### src/rtl/dram_ctl_pkg.sv
package dram_ctl_pkg;

    typedef enum logic [1:0] {
        CYC_IDLE   = 2'd0,
        CYC_ACCESS = 2'd1,
        CYC_CBR    = 2'd2
    } cyc_e;

    typedef struct packed {
        logic ras_fall;
        logic ras_rise;
        logic cas_fall;
        logic cas_low;
    } strb_ev_t;

endpackage

### src/rtl/dram_strobe_sync.sv
module dram_strobe_sync
    import dram_ctl_pkg::*;
#(
    parameter int LANES = 2
) (
    input  logic             clk,
    input  logic             rst,
    input  logic             ras_n,
    input  logic [LANES-1:0] lane_n,
    output strb_ev_t         ev,
    output logic [LANES-1:0] lane_fall
);

    logic             ras_q;
    logic [LANES-1:0] lane_q;
    logic             cas_low_now;
    logic             cas_low_prev;

    always_ff @(posedge clk) begin
        if (rst) begin
            ras_q  <= 1'b1;
            lane_q <= '1;
        end else begin
            ras_q  <= ras_n;
            lane_q <= lane_n;
        end
    end

    // effective column strobe: first lane down, last lane up
    assign cas_low_now  = ~&lane_n;
    assign cas_low_prev = ~&lane_q;

    always_comb begin
        ev.ras_fall = ras_q & ~ras_n;
        ev.ras_rise = ~ras_q & ras_n;
        ev.cas_fall = ~cas_low_prev & cas_low_now;
        ev.cas_low  = cas_low_now;
    end

    assign lane_fall = lane_q & ~lane_n;

endmodule

### src/rtl/dram_row_ctl.sv
module dram_row_ctl
    import dram_ctl_pkg::*;
#(
    parameter int ADDR_W = 9
) (
    input  logic              clk,
    input  logic              rst,
    input  strb_ev_t          ev,
    input  logic [ADDR_W-1:0] addr,
    output logic [ADDR_W-1:0] row_q,
    output logic [ADDR_W-1:0] ref_row,
    output cyc_e              cyc
);

    always_ff @(posedge clk) begin
        if (rst) begin
            row_q   <= '0;
            ref_row <= '0;
            cyc     <= CYC_IDLE;
        end else if (ev.ras_fall) begin
            if (ev.cas_low) begin
                row_q   <= ref_row;
                ref_row <= ref_row + 1'b1;
                cyc     <= CYC_CBR;
            end else begin
                row_q <= addr;
                cyc   <= CYC_ACCESS;
            end
        end else if (ev.ras_rise) begin
            cyc <= CYC_IDLE;
        end
    end

    AST_REF_STEP: assert property (@(posedge clk) disable iff (rst)
        (ev.ras_fall && ev.cas_low) |=> ref_row == $past(ref_row) + 1'b1);
    AST_REF_HOLD: assert property (@(posedge clk) disable iff (rst)
        !(ev.ras_fall && ev.cas_low) |=> ref_row == $past(ref_row));
    AST_ROW_HOLD: assert property (@(posedge clk) disable iff (rst)
        !ev.ras_fall |=> row_q == $past(row_q));

endmodule

### src/rtl/dram_lane_array.sv
module dram_lane_array #(
    parameter int LANES  = 2,
    parameter int LANE_W = 8,
    parameter int IDX_W  = 6
) (
    input  logic                    clk,
    input  logic                    rst,
    input  logic [LANES-1:0]        wr_en,
    input  logic                    rd_en,
    input  logic [IDX_W-1:0]        idx,
    input  logic [LANES*LANE_W-1:0] wdata,
    output logic [LANES*LANE_W-1:0] rdata
);

    localparam int DATA_W = LANES * LANE_W;
    localparam int DEPTH  = 1 << IDX_W;

    logic [DATA_W-1:0] mem [DEPTH];

    always_ff @(posedge clk) begin
        for (int l = 0; l < LANES; l++) begin
            if (wr_en[l])
                mem[idx][l*LANE_W +: LANE_W] <= wdata[l*LANE_W +: LANE_W];
        end
    end

    always_ff @(posedge clk) begin
        if (rst)
            rdata <= '0;
        else if (rd_en)
            rdata <= mem[idx];
    end

endmodule

### src/rtl/edo_strobe_decoder.sv
module edo_strobe_decoder
    import dram_ctl_pkg::*;
#(
    parameter int ADDR_W   = 9,
    parameter int LANES    = 2,
    parameter int LANE_W   = 8,
    parameter int ROW_BITS = 3,
    parameter int COL_BITS = 3
) (
    input  logic                    clk,
    input  logic                    rst,
    input  logic                    ras_n,
    input  logic [LANES-1:0]        cas_n,
    input  logic                    we_n,
    input  logic                    oe_n,
    input  logic [ADDR_W-1:0]       addr,
    input  logic [LANES*LANE_W-1:0] din,
    output logic [LANES*LANE_W-1:0] dout,
    output logic                    dout_en,
    output logic [ADDR_W-1:0]       row_q,
    output logic [ADDR_W-1:0]       col_q,
    output logic [LANES-1:0]        wr_lane,
    output logic [ADDR_W-1:0]       ref_row
);

    localparam int IDX_W = ROW_BITS + COL_BITS;

    strb_ev_t          ev;
    logic [LANES-1:0]  lane_fall;
    cyc_e              cyc;
    logic              fetch;
    logic              rd_en;
    logic [LANES-1:0]  wr_next;
    logic [COL_BITS-1:0] col_lo;
    logic [IDX_W-1:0]  idx;
    logic              valid;

    dram_strobe_sync #(.LANES(LANES)) u_sync (
        .clk       (clk),
        .rst       (rst),
        .ras_n     (ras_n),
        .lane_n    (cas_n),
        .ev        (ev),
        .lane_fall (lane_fall)
    );

    dram_row_ctl #(.ADDR_W(ADDR_W)) u_row (
        .clk     (clk),
        .rst     (rst),
        .ev      (ev),
        .addr    (addr),
        .row_q   (row_q),
        .ref_row (ref_row),
        .cyc     (cyc)
    );

    assign fetch  = ev.cas_fall && (cyc == CYC_ACCESS);
    assign rd_en  = fetch && we_n;
    assign col_lo = fetch ? addr[COL_BITS-1:0] : col_q[COL_BITS-1:0];
    assign idx    = {row_q[ROW_BITS-1:0], col_lo};

    for (genvar g = 0; g < LANES; g++) begin : g_lane
        assign wr_next[g] = lane_fall[g] && (cyc == CYC_ACCESS) && !we_n;

        AST_LANE_STROBE: assert property (@(posedge clk) disable iff (rst)
            wr_lane[g] |-> !$past(cas_n[g]));
    end

    dram_lane_array #(.LANES(LANES), .LANE_W(LANE_W), .IDX_W(IDX_W)) u_arr (
        .clk   (clk),
        .rst   (rst),
        .wr_en (wr_next),
        .rd_en (rd_en),
        .idx   (idx),
        .wdata (din),
        .rdata (dout)
    );

    always_ff @(posedge clk) begin
        if (rst) begin
            col_q   <= '0;
            wr_lane <= '0;
            valid   <= 1'b0;
        end else begin
            wr_lane <= wr_next;
            if (fetch)
                col_q <= addr;
            if (rd_en)
                valid <= 1'b1;
            else if ((|wr_next) || (ras_n && !ev.cas_low))
                valid <= 1'b0;
        end
    end

    assign dout_en = valid && !oe_n;

    AST_NO_DRIVE_ON_WRITE: assert property (@(posedge clk) disable iff (rst)
        (|wr_lane) |-> !dout_en);
    AST_EDO_HOLD: assert property (@(posedge clk) disable iff (rst)
        (valid && !rd_en) |=> $stable(dout));
    AST_CBR_NO_COLUMN: assert property (@(posedge clk) disable iff (rst)
        (cyc == CYC_CBR) |=> $stable(col_q));

endmodule

### config.mk
export PLATFORM = sky130hd
export DESIGN_NAME = edo_strobe_decoder
export DESIGN_NICKNAME = d
export VERILOG_FILES = /design/src/rtl/dram_ctl_pkg.sv /design/src/rtl/dram_strobe_sync.sv /design/src/rtl/dram_row_ctl.sv /design/src/rtl/dram_lane_array.sv /design/src/rtl/edo_strobe_decoder.sv
export SDC_FILE = /design/constraint.sdc
export NUM_CORES = 1
export LEC_CHECK = 0
export BUFFER_PORTS_ARGS = -buffer_cell sky130_fd_sc_hd__buf_2
export CAP_MARGIN = 20
export CORE_ASPECT_RATIO = 1.75
export CORE_UTILIZATION = 51
export CTS_BUF_LIST = sky130_fd_sc_hd__clkbuf_8
export DETAILED_ROUTE_END_ITERATION = 8
export PLACE_DENSITY = 0.69
export SYNTH_ARGS = -nofsm -noshare
export SYNTH_HDL_FRONTEND = slang
export SYNTH_SLANG_ARGS = --single-unit
### constraint.sdc
create_clock -name clk -period 2.8 [get_ports clk]
set_clock_uncertainty 0.05 [all_clocks]
set_input_delay 0 -clock clk [delete_from_list [all_inputs] [get_ports clk]]
set_output_delay 0 -clock clk [all_outputs]
set_load 0.005 [all_outputs]
## Word level (Yosys, flattened, before mapping)

Memories as Yosys holds them, arrays and structs flattened. A register that Yosys moved wholly into a read port is not among the register bits.
Cells that the tools add are included.

- Output and inout bits: 46
- Flip-flop bits (word level): 35
- Word-level logic and storage cells: 48
- Bits in writable memories: 1024
- Memories: 1
- Input port bits: 32

- Muxes and demuxes: 11
- Reduce and logical (&&, ||, !) cells: 18
- Bitwise gates (word level): 8
- $add $sub $neg: 1
- Equal/unequal tests: 1

Memory list:

| name | depth | width | read ports | clocked after memory_dff | write ports | RTL line | text |
|---|---|---|---|---|---|---|---|
| u_arr.mem | 64 | 16 | 1 | 1 | 1 | dram_lane_array.sv:18 | `logic [DATA_W-1:0] mem [DEPTH];` |

Operators with widths:

| operator | number |
|---|---|
| adder 9 x 1 -> 9 bit, second input constant | 1 |
| two-way mux 9 bit | 1 |
| logical AND 1 bit | 8 |
| two-way mux 1 bit | 6 |
| two-way mux 2 bit | 3 |
| AND reduction 2 bit | 3 |
| nonzero test 2 bit | 2 |
| AND 1 bit | 3 |
| logical NOT 1 bit | 3 |
| two-way mux 3 bit | 1 |
| inverter 1 bit | 3 |
| AND 2 bit | 1 |
| equality test 2 x 1 -> 1 bit, second input constant | 1 |
| inverter 2 bit | 1 |
| OR reduction 2 bit | 1 |
| logical OR 1 bit | 1 |

## Longest topological paths before layout

- Depth after elaboration: 8
- Mapped depth: 11

## Hierarchy

A second synthesis with hierarchy kept.

- Cell total of the unflattened synthesis: 2484
- Area total of the unflattened synthesis: 42228.0 um^2

By module, submodules not included:

| module | times used | area each (um^2) | seq. area each (um^2) | cells an instance |
|---|---|---|---|---|
| dram_lane_array | 1 | 40722.8 | 31069.8 | 2329 |
| dram_row_ctl | 1 | 883.3 | 400.4 | 95 |
| edo_strobe_decoder | 1 | 495.5 | 240.2 | 47 |
| dram_strobe_sync | 1 | 126.4 | 60.1 | 13 |

## Worst setup path after synthesis

No wires, ideal clock.

- Path kind: reg2reg
- From: reg u_row.cyc[1]
- To: mem u_arr.mem[47][10] in the netlist's numbering (enable)
- Setup slack: 0.045 ns
- Stages on the path, launching flop included: 9
- Arrival time: 2.334 ns
- Library setup time: 0.371 ns
- Cells stage by stage: dfxtp_1 -> nand4b_1 -> buf_4 -> nor4b_1 -> buf_2 -> buf_1 -> nor2_1 -> clkbuf_1 -> nor2_1

- Cells in the longest elaborated chain, start to end: 5
- Elaborated cells between the ends (all ways): 7

RTL lines:

| item | RTL line | text |
|---|---|---|
| start: declaration | dram_row_ctl.sv:12 | `output cyc_e cyc` |
| start signal: assignment | dram_row_ctl.sv:19 | `cyc <= CYC_IDLE;` |
| start signal: assignment | dram_row_ctl.sv:24 | `cyc <= CYC_CBR;` |
| start signal: assignment | dram_row_ctl.sv:27 | `cyc <= CYC_ACCESS;` |
| equality test 2 x 1 -> 1 bit * | edo_strobe_decoder.sv:57, edo_strobe_decoder.sv:63 |  |
| logical AND 1 bit (2 in a row) | edo_strobe_decoder.sv:63 | `assign wr_next[g] = lane_fall[g] && (cyc == CYC_ACCESS) && !we_n;` |
| two-way mux 1 bit | dram_lane_array.sv:22 | `if (wr_en[l])` |
| two-way mux 1 bit (not written as such) | dram_lane_array.sv:23 | `mem[idx][l*LANE_W +: LANE_W] <= wdata[l*LANE_W +: LANE_W];` |
| end: declaration | dram_lane_array.sv:18 |  |

Mark *: on every way between the ends. The rest lies on a longest branch, timed or not.

## Worst setup path after layout

- From: reg u_row.cyc[1]
- To: reg u_arr.rdata[3] (read register of u_arr.mem)

- Cells in the longest elaborated chain, start to end: 3
- Elaborated cells between the ends (all ways): 4

RTL lines:

| item | RTL line | text |
|---|---|---|
| equality test 2 x 1 -> 1 bit * | edo_strobe_decoder.sv:57 | `assign fetch = ev.cas_fall && (cyc == CYC_ACCESS);` |
| logical AND 1 bit * | edo_strobe_decoder.sv:57 |  |
| two-way mux 3 bit or logical AND 1 bit (tied branches) | edo_strobe_decoder.sv:59, edo_strobe_decoder.sv:58 |  |
| end: declaration | dram_lane_array.sv:12 | `output logic [LANES*LANE_W-1:0] rdata` |

Marked as above.
A chain may end at the register's enable or synchronous reset.

==> results.md <==
- Minimum clock period: approximately 3.2 ns
- DPL Wire Length: about 100 mm
- Drt first-iter violations: between 4000 and 5000
- Crit-path max FO: 8
- Commonest cells in the netlist: edfxtp_1 (1024), a22oi_1 (259), nor2_1 (180)
- Critical Path RT: 3.41 ns
- Placed cell count: 4154
- Drt total wl: 156 mm
- PwrDens: 570 nW/um^2
- IO Pins: 78
- Pleak: about 18 nW
- Slew margin rel.: between 20% and 30%
- # rows: 138
- GRT overflow: 0
- Hold Crit Depth: 4
- Crit share post-route: 114%
- Initial DRT Pass Iterations: 6
- Worst setup SP type: register
- Unrepaired setup endpoints after global routing: yes
- Antenna violations before repair: 3
- Largest net degree at the start of global routing: 65
- Worst reg-to-reg path cell count: 12
- Vias: 30900
- Die width: 218 um
- Synth Area per Inst: 15.7 um^2
- Final setup TNS: -3.45 ns
- Outcome: finished, violations left
- Share of post-route cells with drive strength above 1: 32.7%
- Vias in the first global route: 30500
- Peak VDD IR: 548 uV
- Largest area contributor in the netlist: edfxtp_1
- Top FF cell, synth: edfxtp_1
- Count of final setup violators: 16
- R2r setup slk: -0.40 ns
- Area of the core: 80600 um^2
- Hold Vio Cnt, Final: 0
- Die area: 82500 um^2
- Layout area overhead: 28.0%
- Total CTS buffers: 145
- Remaining DRCs: 0
- Clk Latency, worst-skew pair: 0.82 ns
- Post-Synth XOR/XNOR Area: 0.169%
- Nets: between 3000 and 4000
- Pins Over Slew Limit: 0
- Hold WC Path Type: in2reg
- WS Path Type: reg2reg
- Post-Syn Area: 41500 um^2
- Placed Area: 47500 um^2
- H-tree depth: 4
- Synth Instances: ~2600
- Slew @ Worst Pin: 1.14 ns
- Main area contributors after synthesis: edfxtp_1 (74%), a22oi_1 (4.7%), o21a_1 (2.6%), dfxtp_1 (2.5%), o21ai_0 (2.1%)
- R2R Path End: u_arr.rdata[3]
- CTS tree: done
- CTS Buffer Depth: 3
- IO Port Bufs: 77
- Reg clk slew, reported paths: approximately 0.080 ns
- Synthesis Warnings: 0
- Placement Setup Slack: -0.717 ns
- Post-synthesis mux area share: 0.760%
- Post-Layout Cell Count: 4525
- Final Hold Slack: 0.0757 ns
- Largest family of logic cells by synthesized area: compound AO/OA/AOI/OAI gates
- Max Freq: approximately 0.31 GHz
- Power Total: 30.3 mW
- Placer Congestion: roughly 1.0
- Count of cell types in the netlist: 71
- First-pass GRT wire length: ~210 mm
- Register bit total from synthesis: approximately 1100
- Compound-Gate Fraction of Synth Area: ~15%
- Synth Area in Simple Gates: 5.20%
- Die Y: 379 um
- Failing checks: negative setup slack
- Global-route usage over all layers: between 30 and 40%
- Min-delay src: addr[1]
- Final worst slack: -0.401 ns
- Post-Syn Nets: 2680
- Worst r2r src: u_row.cyc[1]
- Most frequent cell after synthesis: edfxtp_1
- Post-synthesis adder-cell area fraction: 0.0603%
- Post-route cell area: between 50000 and 60000 um^2
- End of the worst hold path: col_q[1]
- Number of synthesized flops with an enable pin: 1024
- Antenna-violating nets left: 0
- Root Buffer: clkbuf_8
- Max cap viols: 0
- Fin util: between 60% and 70%
- Clock Sinks: 1075
- Sequential share of the synthesized area: approximately three quarters
- DR WL/cell: 34.5 um
- CP endpoint kind: register
- Yosys top cell area share: about three quarters
- Post-synth ARST share: 0%
- Initial cell density of the core: approximately 51%
- Vias/cell: 6.83
- CP arrival: 3.81 ns
-- what timing repair did --
action,4_1_cts,5_1_grt
gates resized for setup,221,138
setup buffers,27,31
pin swaps,53,65
hold endpoints to repair,837,0
gates cloned,2,4
hold buffers,47,0
endpoints found under the setup margin,142,137
-- cell type report --
type / instances / area [um^2]
diodes: 5 / 12.5
clock buffers: 152 / 2090
clock inverters: 110 / 613
fillers: 5368 / 27500
inverters: 10 / 37.5
multi-input cells: 1373 / 10600
flip-flops and latches: 1075 / 31800
well taps: 1050 / 1310
repair buffers: 750 / 6670
-- placed cells by master (no fill, tap or decap), drive strengths merged, types with 51 or more instances in the layout --
cell / synthesis / routed
edfxtp: 1024 / 1024
buf: 69 / 697
a22oi: 259 / 259
nor2: 181 / 181
o21ai: 172 / 172
clkbuf: 119 / 156
o21a: 141 / 141
nand2: 72 / 72
nand3: 71 / 71
a31oi: 70 / 70
a21oi: 61 / 61
clkinv: 1 / 56
a2111oi: 52 / 52
dfxtp: 51 / 51
-- worst max path at each step --
stage	from	to	slack (ns)	cells past startpoint
after floorplan	u_row.cyc[1]	u_arr.mem[47][10]	0.05	8
after global routing	u_row.cyc[1]	u_arr.rdata[3]	-0.37	12
final	u_row.cyc[1]	u_arr.rdata[3]	-0.40	12
after global placement	u_row.cyc[1]	u_arr.rdata[6]	-0.77	11
after detailed placement	u_row.cyc[1]	u_arr.rdata[6]	-0.72	11
after CTS	u_row.cyc[1]	u_arr.rdata[4]	-0.16	11
-- logic make-up (layout without fill, tap and decap cells) --
kind of cell	count (synthesis)	in the layout
muxes	31	31
and+or+nand+nor	438	438
AOI/OAI and AO/OA	894	894
xor gates and xnor gates	8	8
buffers and inverters	198	1022
adders and majority gates	2	2
DFF	1075	1075
other	0	5
-- sequential cells by signal (all words and copies together) (netlist names) --
signal and flops:
u_arr.mem 1024, u_sync.ras_q 1, u_arr.rdata 16, valid 1, u_sync.lane_q 2, u_row.row_q 9
wr_lane 2, u_row.cyc 2, u_row.ref_row 9, col_q 9
-- where the power goes --
part           leakage [nW]  total [mW]  internal [mW]  switching [mW]
Clock                  1.50        11.4           5.44            5.97
Sequential             9.61        17.6           17.6          0.0221
Combinational          6.90        1.23          0.396           0.838
-- worst max-delay path, cell delays in order, from the launching register on --
cell      delay (ns)
dfxtp_2         0.34
nand4b_1        0.22
buf_6           0.18
o211a_1         0.23
or2_4           0.35
buf_12          0.20
buf_6           0.12
buf_8           0.12
buf_4           0.14
a22oi_2         0.29
a31oi_4         0.19
nor3_4          0.44
a311oi_2        0.16
-- per-layer routing --
metal / part of all wire, % / vias to the layer above / routed length (um) / GRT usage [%]
li1: - / 12100 / - / -
met1: 30 / 15100 / 46300 / 40.7
met2: 47 / 2834 / 74000 / 60.8
met3: 12 / 867 / 18500 / 8.83
met4: 11 / 2 / 17100 / 33.9
met5: 0.022 / - / 34 / 0
Power figures use the tool's default switching activity.
